==> config.mk <==
export PLATFORM = sky130hd
export DESIGN_NAME = status_watchdog
export DESIGN_NICKNAME = d
export VERILOG_FILES = /design/src/rtl/statwdog_pkg.sv /design/src/rtl/statwdog_ctrl.sv /design/src/rtl/statwdog_dp.sv /design/src/rtl/status_watchdog.sv
export SDC_FILE = /design/constraint.sdc
export NUM_CORES = 1
export LEC_CHECK = 0
export ABC_AREA = 0
export BUFFER_PORTS_ARGS = -buffer_cell sky130_fd_sc_hd__clkbuf_2
export CORE_ASPECT_RATIO = 0.5
export CORE_MARGIN = 5
export CORE_UTILIZATION = 35
export DETAILED_ROUTE_END_ITERATION = 10
export PLACE_DENSITY = 0.61
export SLEW_MARGIN = 0
export SYNTH_ARGS = -nofsm -noshare
export SYNTH_HDL_FRONTEND = slang
export SYNTH_SLANG_ARGS = --single-unit
export TNS_END_PERCENT = 30
==> constraint.sdc <==
create_clock -name clk -period 3.77 [get_ports clk]
set_clock_uncertainty 0.2 [all_clocks]
set_input_delay 0.377 -clock clk [delete_from_list [all_inputs] [get_ports clk]]
set_output_delay 0.377 -clock clk [all_outputs]
set_load 0.005 [all_outputs]
==> src/rtl/statwdog_pkg.sv <==
package statwdog_pkg;
  localparam int DONE_BIT  = 7;
  localparam int AS_BIT    = 6;
  localparam int DS0_BIT   = 5;
  localparam int DS1_BIT   = 4;
  localparam int FAST_BIT  = 1;
  localparam int EN_BIT    = 0;

  typedef struct packed {
    logic restart;
    logic fastSel;
    logic enable;
  } wdogCtl_t;
endpackage

==> src/rtl/statwdog_ctrl.sv <==
module statwdog_ctrl
  import statwdog_pkg::*;
(
  input  logic       clk,
  input  logic       rstN,
  input  logic       wrEn,
  input  logic [7:0] wrData,
  output wdogCtl_t   ctl
);
  logic fastReg;
  logic enReg;

  always_ff @(posedge clk) begin
    if (!rstN) begin
      fastReg <= 1'b0;
      enReg   <= 1'b0;
    end else if (wrEn) begin
      fastReg <= wrData[FAST_BIT];
      enReg   <= wrData[EN_BIT];
    end
  end

  always_comb begin
    ctl.restart = wrEn;
    ctl.fastSel = fastReg;
    ctl.enable  = enReg;
  end

  assert_write_loads_R7: assert property (@(posedge clk) disable iff (!rstN)
    wrEn |=> (fastReg == $past(wrData[FAST_BIT])) && (enReg == $past(wrData[EN_BIT])));
endmodule

==> src/rtl/statwdog_dp.sv <==
module statwdog_dp
  import statwdog_pkg::*;
#(
  parameter int SLOW_TICKS  = 8000,
  parameter int FAST_TICKS  = 250,
  parameter int SYNC_STAGES = 2,
  parameter int NUM_STROBES = 3
)(
  input  logic                   clk,
  input  logic                   rstN,
  input  logic                   tickEn,
  input  wdogCtl_t               ctl,
  input  logic                   xferPending,
  input  logic [NUM_STROBES-1:0] strobesIn,
  output logic [7:0]             rdData,
  output logic                   expire
);
  localparam int MAX_TICKS = (SLOW_TICKS > FAST_TICKS) ? SLOW_TICKS : FAST_TICKS;
  localparam int CW        = $clog2(MAX_TICKS + 1);
  localparam logic [CW-1:0] SLOW_LAST = CW'(SLOW_TICKS - 1);
  localparam logic [CW-1:0] FAST_LAST = CW'(FAST_TICKS - 1);

  logic [NUM_STROBES-1:0] syncStage [SYNC_STAGES];
  logic [NUM_STROBES-1:0] strobesSync;

  genvar s;
  generate
    for (s = 0; s < SYNC_STAGES; s++) begin : gSync
      always_ff @(posedge clk) begin
        if (!rstN) syncStage[s] <= '0;
        else if (s == 0) syncStage[s] <= strobesIn;
        else syncStage[s] <= syncStage[(s == 0) ? 0 : s-1];
      end
    end
  endgenerate
  assign strobesSync = syncStage[SYNC_STAGES-1];

  logic [CW-1:0] cnt;
  logic [CW-1:0] lastCount;
  logic          atLast;

  assign lastCount = ctl.fastSel ? FAST_LAST : SLOW_LAST;
  assign atLast    = (cnt == lastCount);

  always_ff @(posedge clk) begin
    if (!rstN) begin
      cnt    <= '0;
      expire <= 1'b0;
    end else begin
      expire <= 1'b0;
      if (ctl.restart || !ctl.enable) begin
        cnt <= '0;
      end else if (tickEn) begin
        if (atLast) begin
          cnt    <= '0;
          expire <= 1'b1;
        end else begin
          cnt <= cnt + 1'b1;
        end
      end
    end
  end

  always_comb begin
    rdData           = 8'h00;
    rdData[DONE_BIT] = ~xferPending;
    rdData[AS_BIT]   = strobesSync[2];
    rdData[DS0_BIT]  = strobesSync[1];
    rdData[DS1_BIT]  = strobesSync[0];
    rdData[FAST_BIT] = ctl.fastSel;
    rdData[EN_BIT]   = ctl.enable;
  end

  assert_single_pulse_R6: assert property (@(posedge clk) disable iff (!rstN)
    expire |=> !expire);
  assert_disabled_silent_R5: assert property (@(posedge clk) disable iff (!rstN)
    !ctl.enable |=> !expire && (cnt == '0));
  assert_restart_clears_R8: assert property (@(posedge clk) disable iff (!rstN)
    ctl.restart |=> (cnt == '0) && !expire);
  assert_count_bounded_R9: assert property (@(posedge clk) disable iff (!rstN)
    cnt <= lastCount);
  assert_no_tick_hold_R10: assert property (@(posedge clk) disable iff (!rstN)
    (ctl.enable && !ctl.restart && !tickEn) |=> $stable(cnt) && !expire);
endmodule

==> src/rtl/status_watchdog.sv <==
module status_watchdog
  import statwdog_pkg::*;
#(
  parameter int SLOW_TICKS       = 8000,
  parameter int FAST_TICKS       = 250,
  parameter bit TIMEOUT_AS_RESET = 1'b0
)(
  input  logic       clk,
  input  logic       rstN,
  input  logic       tickEn,
  input  logic       wrEn,
  input  logic [7:0] wrData,
  output logic [7:0] rdData,
  input  logic       xferPending,
  input  logic       addrStrobe,
  input  logic       dataStrobe0,
  input  logic       dataStrobe1,
  output logic       timeoutIrq,
  output logic       timeoutRst
);
  wdogCtl_t ctl;
  logic     expire;

  statwdog_ctrl uCtrl (
    .clk    (clk),
    .rstN   (rstN),
    .wrEn   (wrEn),
    .wrData (wrData),
    .ctl    (ctl)
  );

  statwdog_dp #(
    .SLOW_TICKS  (SLOW_TICKS),
    .FAST_TICKS  (FAST_TICKS),
    .SYNC_STAGES (2),
    .NUM_STROBES (3)
  ) uDp (
    .clk         (clk),
    .rstN        (rstN),
    .tickEn      (tickEn),
    .ctl         (ctl),
    .xferPending (xferPending),
    .strobesIn   ({addrStrobe, dataStrobe0, dataStrobe1}),
    .rdData      (rdData),
    .expire      (expire)
  );

  generate
    if (TIMEOUT_AS_RESET) begin : gRst
      assign timeoutRst = expire;
      assign timeoutIrq = 1'b0;
    end else begin : gIrq
      assign timeoutIrq = expire;
      assign timeoutRst = 1'b0;
    end
  endgenerate

  initial begin
    assert (SLOW_TICKS >= 2 && FAST_TICKS >= 2)
      else $error("periods must be at least two ticks");
  end

  assert_one_output_R12: assert property (@(posedge clk) disable iff (!rstN)
    !(timeoutIrq && timeoutRst));
endmodule

==> results of run 1 <==
worst max-delay path, cell delays in order, from the launching register on:
cell and delay (ps):
dfxtp_1 390, nand3_1 250, or2_2 390, o31ai_4 470, nor2_1 110
routing by layer:
metal | GRT usage [%] | vias up | routed length [microns]
met5 | 0 | - | 0
met1 | 11.0 | 314 | 810
li1 | - | 362 | -
met2 | 14.8 | 19 | 644
met3 | 3.50 | 2 | 91
met4 | 3.85 | 0 | 22
worst paths after layout:
path	startpoint	end	slack [ps]	cells after the start
setup / recovery	uDp.cnt[3]	uDp.cnt[9]	1810	4
hold reg to reg	uDp.syncStage[0][1]	uDp.syncStage[1][1]	240	1
setup reg to reg	uDp.cnt[3]	uDp.cnt[9]	1810	4
hold / removal	dataStrobe0	uDp.syncStage[0][1]	120	2
sequential cells by signal, summed over array words and instances (netlist names):
| register | count |
|---|---|
| uDp.cnt | 13 |
| uDp.syncStage | 6 |
| uCtrl.enReg | 1 |
| uCtrl.fastReg | 1 |
| uDp.expire | 1 |
metrics by stage:
stage | cells | instance area (sq um) | hold slack [ps] | util [%] | power (mW)
floorplan | 104 | 961 | 212 | - | 0.259
global placement | 150 | 1030 | 214 | 39.7 | 0.264
detailed placement | 150 | 1030 | 224 | 39.7 | 0.264
CTS | 154 | 1090 | 116 | 41.8 | 0.429
global route | 154 | 1090 | 123 | 41.8 | 0.444
finish | 154 | 1090 | 121 | 41.8 | 0.424
cell usage in the layout, fill, tap and decap left out:
master,n
nand2_1,6
nor2_1,16
mux2i_1,3
a2bb2oi_1,1
clkbuf_8,4
inv_1,3
xnor2_1,9
and2_1,6
nand4b_1,2
o22a_1,1
conb_1,3
nor2b_1,2
or2_2,1
xor2_1,3
ha_1,1
nor4_1,4
dfxtp_1,22
nand3_1,4
nor3_1,3
nand4_1,3
nand3b_1,1
o31ai_4,1
clkbuf_2,16
nor4b_1,1
or3_1,1
cell type report:
| cell class | instances | area share [%] |
|---|---|---|
| timing repair buffer | 16 | 7.36 |
| clock buffer | 4 | 5.06 |
| tap | 37 | 4.25 |
| multi-input combinational | 72 | 41.8 |
| inverter | 3 | 1.03 |
| sequential | 22 | 40.5 |
where the power goes:
| group | leakage, nW | switching, mW | total (mW) | internal, mW |
|---|---|---|---|---|
| sequential | 0.179 | 0.00207 | 0.239 | 0.237 |
| combinational | 0.182 | 0.00956 | 0.0202 | 0.0106 |
| clock | 0.0288 | 0.0727 | 0.166 | 0.0930 |
cell families after synthesis:
family          share of synthesized area, %
fa+ha+maj                               1.31
other cells                            0.393
compound gates                          4.07
mux                                     3.15
simple gates                            27.0
xor+xnor                                11.0
buf+inv                                 6.82
flops                                   46.2
==> run summary, run 1 <==
first-pass GRT wire length -> 2780 microns
Synth top area share -> 46.2%
# Post-CTS Setup Buffers -> 0
worst-path fanout max -> 12
Yosys warning count -> 0
startpoint type of the worst setup path -> flip-flop
initial antenna violation count -> 0
post-cts sizing count -> 0
via count of the first global-routing pass -> 644
H-tree Lvls -> 1
DRT antenna net count -> 0
full die area -> 3930 sq um
most frequent cell after synthesis -> dfxtp_1
CTS root buffer -> clkbuf_8
dominant cell type by area after synthesis -> dfxtp_1
f_max -> 0.511 GHz
layout cells sized above 1 -> 18.8%
worst setup margin -> 1810 ps
VDD IR max -> 218 uV
initial core utilization -> 36.6%
crit path capture type -> flip-flop
Vias -> 697
Finish-stage setup viols -> 0
later-pin clock latency in the skew report -> 260 ps
Top Ports -> 26
DR WL/cell -> 10.2 microns
Async SR Flop Fraction -> 0%
DRT Wirelength -> 1570 microns
Seq/Total Area, Yosys -> 46.2%
DIE WIDTH -> 83.8 microns
EDFF count, synth -> 0
detailed-route vias per instance -> 4.53
Cells after Synth -> 102
CTS Hold Bufs -> 0
# fillers -> 282
largest net degree at the start of global routing -> 13
footprint of the multi-input gates -> 455 sq um
RSZ-0062 raised after global routing -> false
initial DRC count -> 24
max-slew violation count -> 0
post-synth cell types -> 26
mapped cell area -> 953 sq um
status -> complete, no violations
clk buf depth -> 2
Post-synth top flop -> dfxtp_1
CTS tree -> yes
overflow left after global routing -> 0
CTS Buf Count -> 3
Final #Nets -> 135
diode count -> 0
Row Count -> 13
dpl ws -> 1810 ps
clock sinks -> 22
largest cells by area after synthesis -> dfxtp_1 (46%), xnor2_1 (8.3%), nor2_1 (6.3%)
clk slew on worst S/H paths -> 80 ps
CP Data Required Time -> 3700 ps
fin crit period -> 1960 ps
GPL Wtd Cong -> 0.778
Leak -> 0.390 nW
Post-route DRC -> 0
synthesis-to-layout area growth -> 14.2%
Reg area -> 440 sq um
Crit Path Class -> reg2reg
flops & latches, synth -> 22
period utilization -> 51.9%
hold crit path type -> in2reg
core area -> 2600 sq um
Slew @ Worst Pin -> 550 ps
synth cell count leaders -> dfxtp_1 (22), nor2_1 (16), xnor2_1 (9), and2_1 (6), nand2_1 (6)
syn_area_per_cell -> 9.35 sq um
die height -> 46.9 microns
dpl hpwl -> 1180 microns
total track usage -> 9.02%
PwrDens -> 390 nW/um^2
Slew headroom -> 63.3%
drt first pass iters -> 4
port bufs -> 16
setup TNS -> 0 ps
max_cap viols -> 0
Arrival @ worst endpoint -> 1880 ps
Hold Fails Final Rpt -> 0
No activity file was read; power rests on OpenSTA's default activity.
==> run 2, diff against run 1 <==
--- a/config.mk
+++ b/config.mk
@@ -11,7 +11,7 @@
 export CORE_MARGIN = 5
 export CORE_UTILIZATION = 35
 export DETAILED_ROUTE_END_ITERATION = 10
-export PLACE_DENSITY = 0.61
+export PLACE_DENSITY = 0.63
 export SLEW_MARGIN = 0
 export SYNTH_ARGS = -nofsm -noshare
 export SYNTH_HDL_FRONTEND = slang
==> constraint.sdc (replaced) <==
create_clock -name clk -period 1.77 [get_ports clk]
set_clock_uncertainty 0.2 [all_clocks]
set_input_delay 0.177 -clock clk [delete_from_list [all_inputs] [get_ports clk]]
set_output_delay 0.177 -clock clk [all_outputs]
set_load 0.005 [all_outputs]
==> run summary, run 2 (synthesis results as in run 1) <==
DRT Wirelength -> 1890 microns (+20%)
Post-Route Utilization -> 48.8% (+6.9 points)
clock sinks -> 22 (unchanged)
via count of the first global-routing pass -> 712 (+11%)
die height -> 46.9 microns (unchanged)
synthesis-to-layout area growth -> 33.1%
DRT antenna net count -> 0 (unchanged)
initial core utilization -> 36.6% (unchanged)
crit path capture type -> flip-flop
worst-path fanout max -> 6 (-6)
Reg power frac -> 48.9% (-7.3 points)
Crit path largest cell delay -> 380 ps (-90 ps)
fin area -> 1270 sq um (+17%)
CTS root buffer -> clkbuf_8
Top Ports -> 26 (unchanged)
most frequent cells in the layout -> dfxtp_1 (20), clkbuf_2 (16), nor2_1 (14), xnor2_1 (9), buf_4 (8)
RSZ-0062 raised after global routing -> true
Worst Hold End -> uCtrl.fastReg
f_max -> 0.572 GHz (+12%)
detailed-route vias per instance -> 4.53 (+0.15%)
slowest cell on the critical path -> or3_4
dpl hpwl -> 1200 microns (+1.8%)
P_sw -> 195 uW (+130%)
H-tree Lvls -> 1 (unchanged)
Net Sw Frac -> 18.7% (-1.1 points)
reg-to-reg critical path endpoint -> uDp.cnt[10]
full die area -> 3930 sq um (unchanged)
max-slew violation count -> 0 (unchanged)
Arrival @ worst endpoint -> 1710 ps (-170 ps)
DIE WIDTH -> 83.8 microns (unchanged)
period utilization -> 98.8% (+47 points)
R2R depth -> 5 (+1)
biggest registers after layout -> uDp.cnt x13, uDp.syncStage x6
total track usage -> 10.5% (+1.5 points)
Largest register FFs -> 13 (unchanged)
Row Count -> 13 (unchanged)
status -> complete, no violations
worst-path cell chain -> or3_4, o22a_1, o31ai_4, buf_6, nor2_1
Final #Nets -> 150 (+11%)
GPL Wtd Cong -> 0.754 (-3.1%)
Hold Fails Final Rpt -> 0 (unchanged)
VDD IR max -> 468 uV (+120%)
PwrDens -> 819 nW/um^2 (+110%)
CTS Buf Count -> 3 (unchanged)
startpoint type of the worst setup path -> flip-flop
later-pin clock latency in the skew report -> 260 ps (about the same)
CP Data Required Time -> 1730 ps (-1970 ps)
worst r2r src -> uDp.cnt[7]
DR WL/cell -> 11.2 microns (+9.6%)
initial antenna violation count -> 0 (unchanged)
fin crit period -> 1750 ps (-210 ps)
reg2reg setup slack -> 20 ps (-1790 ps)
Placement Cell Area -> 1090 sq um (+5.6%)
total power -> 1.04 mW (+140%)
clk buf depth -> 2 (unchanged)
port bufs -> 16 (unchanged)
drt first pass iters -> 4 (unchanged)
Int Pwr -> 844 uW (+150%)
Crit path buffers/inverters -> 1 (+1)
Finish-stage setup viols -> 0 (unchanged)
Post-route DRC -> 0 (unchanged)
largest net degree at the start of global routing -> 14 (+1)
core area -> 2600 sq um (unchanged)
Gate power share -> 6.0% (+1.2 points)
overflow left after global routing -> 0 (unchanged)
first-pass GRT wire length -> 3140 microns (+13%)
commonest non-fill, non-tap cell in the layout -> dfxtp_1
max_cap viols -> 0 (unchanged)
diode count -> 0 (unchanged)
Crit Path Class -> reg2reg
initial DRC count -> 15 (-38%)
clk slew on worst S/H paths -> 80 ps (about the same)
hold path depth -> 3 (+1)
Leak -> 0.473 nW (+21%)
Clk pwr share -> 45.0% (+6.0 points)
layout cells sized above 1 -> 30.3% (+11 points)
Vias -> 766 (+9.9%)
CTS tree -> yes
Hold Path Origin -> wrEn
Reg with most FFs -> uDp.cnt
cell family with most CP delay -> compound AO/OA/AOI/OAI gates
hold crit path type -> in2reg
run 2: what timing repair did:
item,4_1_cts,5_1_grt
setup buffers,4,1
cloned,1,0
hold buffers,5,0
resized for setup,4,7
pin swaps,6,4
endpoints found under the setup margin,12,12
hold endpoints to repair,5,0
run 2: worst max-delay path by stage:
| stage | endpoint | cells after the start | start |
|---|---|---|---|
| 5_1_grt | uDp.cnt[5] | 5 | uDp.cnt[7] |
| 3_3_place_gp | uDp.cnt[10] | 5 | uCtrl.fastReg |
| 6_report | uDp.cnt[10] | 5 | uDp.cnt[7] |
| 2_1_floorplan | uDp.cnt[12] | 5 | uCtrl.fastReg |
| 4_1_cts | uDp.cnt[6] | 6 | uDp.cnt[7] |
| 3_5_place_dp | uDp.cnt[9] | 5 | uCtrl.fastReg |
run 2: power groups by stage:
stage               combinational (mW)  sequential, mW  clock [mW]
finish                          0.0626           0.508       0.468
global route                    0.0696           0.510       0.501
CTS                             0.0657           0.508       0.472
detailed placement              0.0473           0.520           0
global placement                0.0466           0.520           0
floorplan                       0.0321           0.519           0
run 2: area by class of cell:
cell class                 instances  area [sq um]
multi-input combinational         72           484
clock buffer                       3          41.3
fill                             247          1330
tap                               37          46.3
sequential                        22           443
timing repair buffer              31           213
clock inverter                     1          30.0
inverter                           3          11.3
run 2: per-layer routing:
layer,global-route usage (%),part of all wire (%),vias to the layer above
li1,-,-,393
met3,4.03,5.8,2
met5,0,0,-
met2,19.9,48,18
met4,2.88,1.2,0
met1,11.6,45,353
run 2: stage by stage:
step / setup TNS, ps / worst slack, ps / hold WS [ps] / instances
after global placement: 0 / 36.8 / 183 / 156
after detailed placement: 0 / 27.2 / 186 / 156
after CTS: -54.3 / -10.1 / 20.0 / 170
after floorplan: 0 / 94.6 / 98.7 / 104
after global routing: -121 / -20.0 / 53.5 / 169
final: 0 / 22.0 / 22.4 / 169
run 2: worst register-to-register path: stages (launching register included):
cell	delay [ps]
dfxtp_2	340
or3_4	380
o22a_1	250
o31ai_4	270
buf_6	170
nor2_1	50
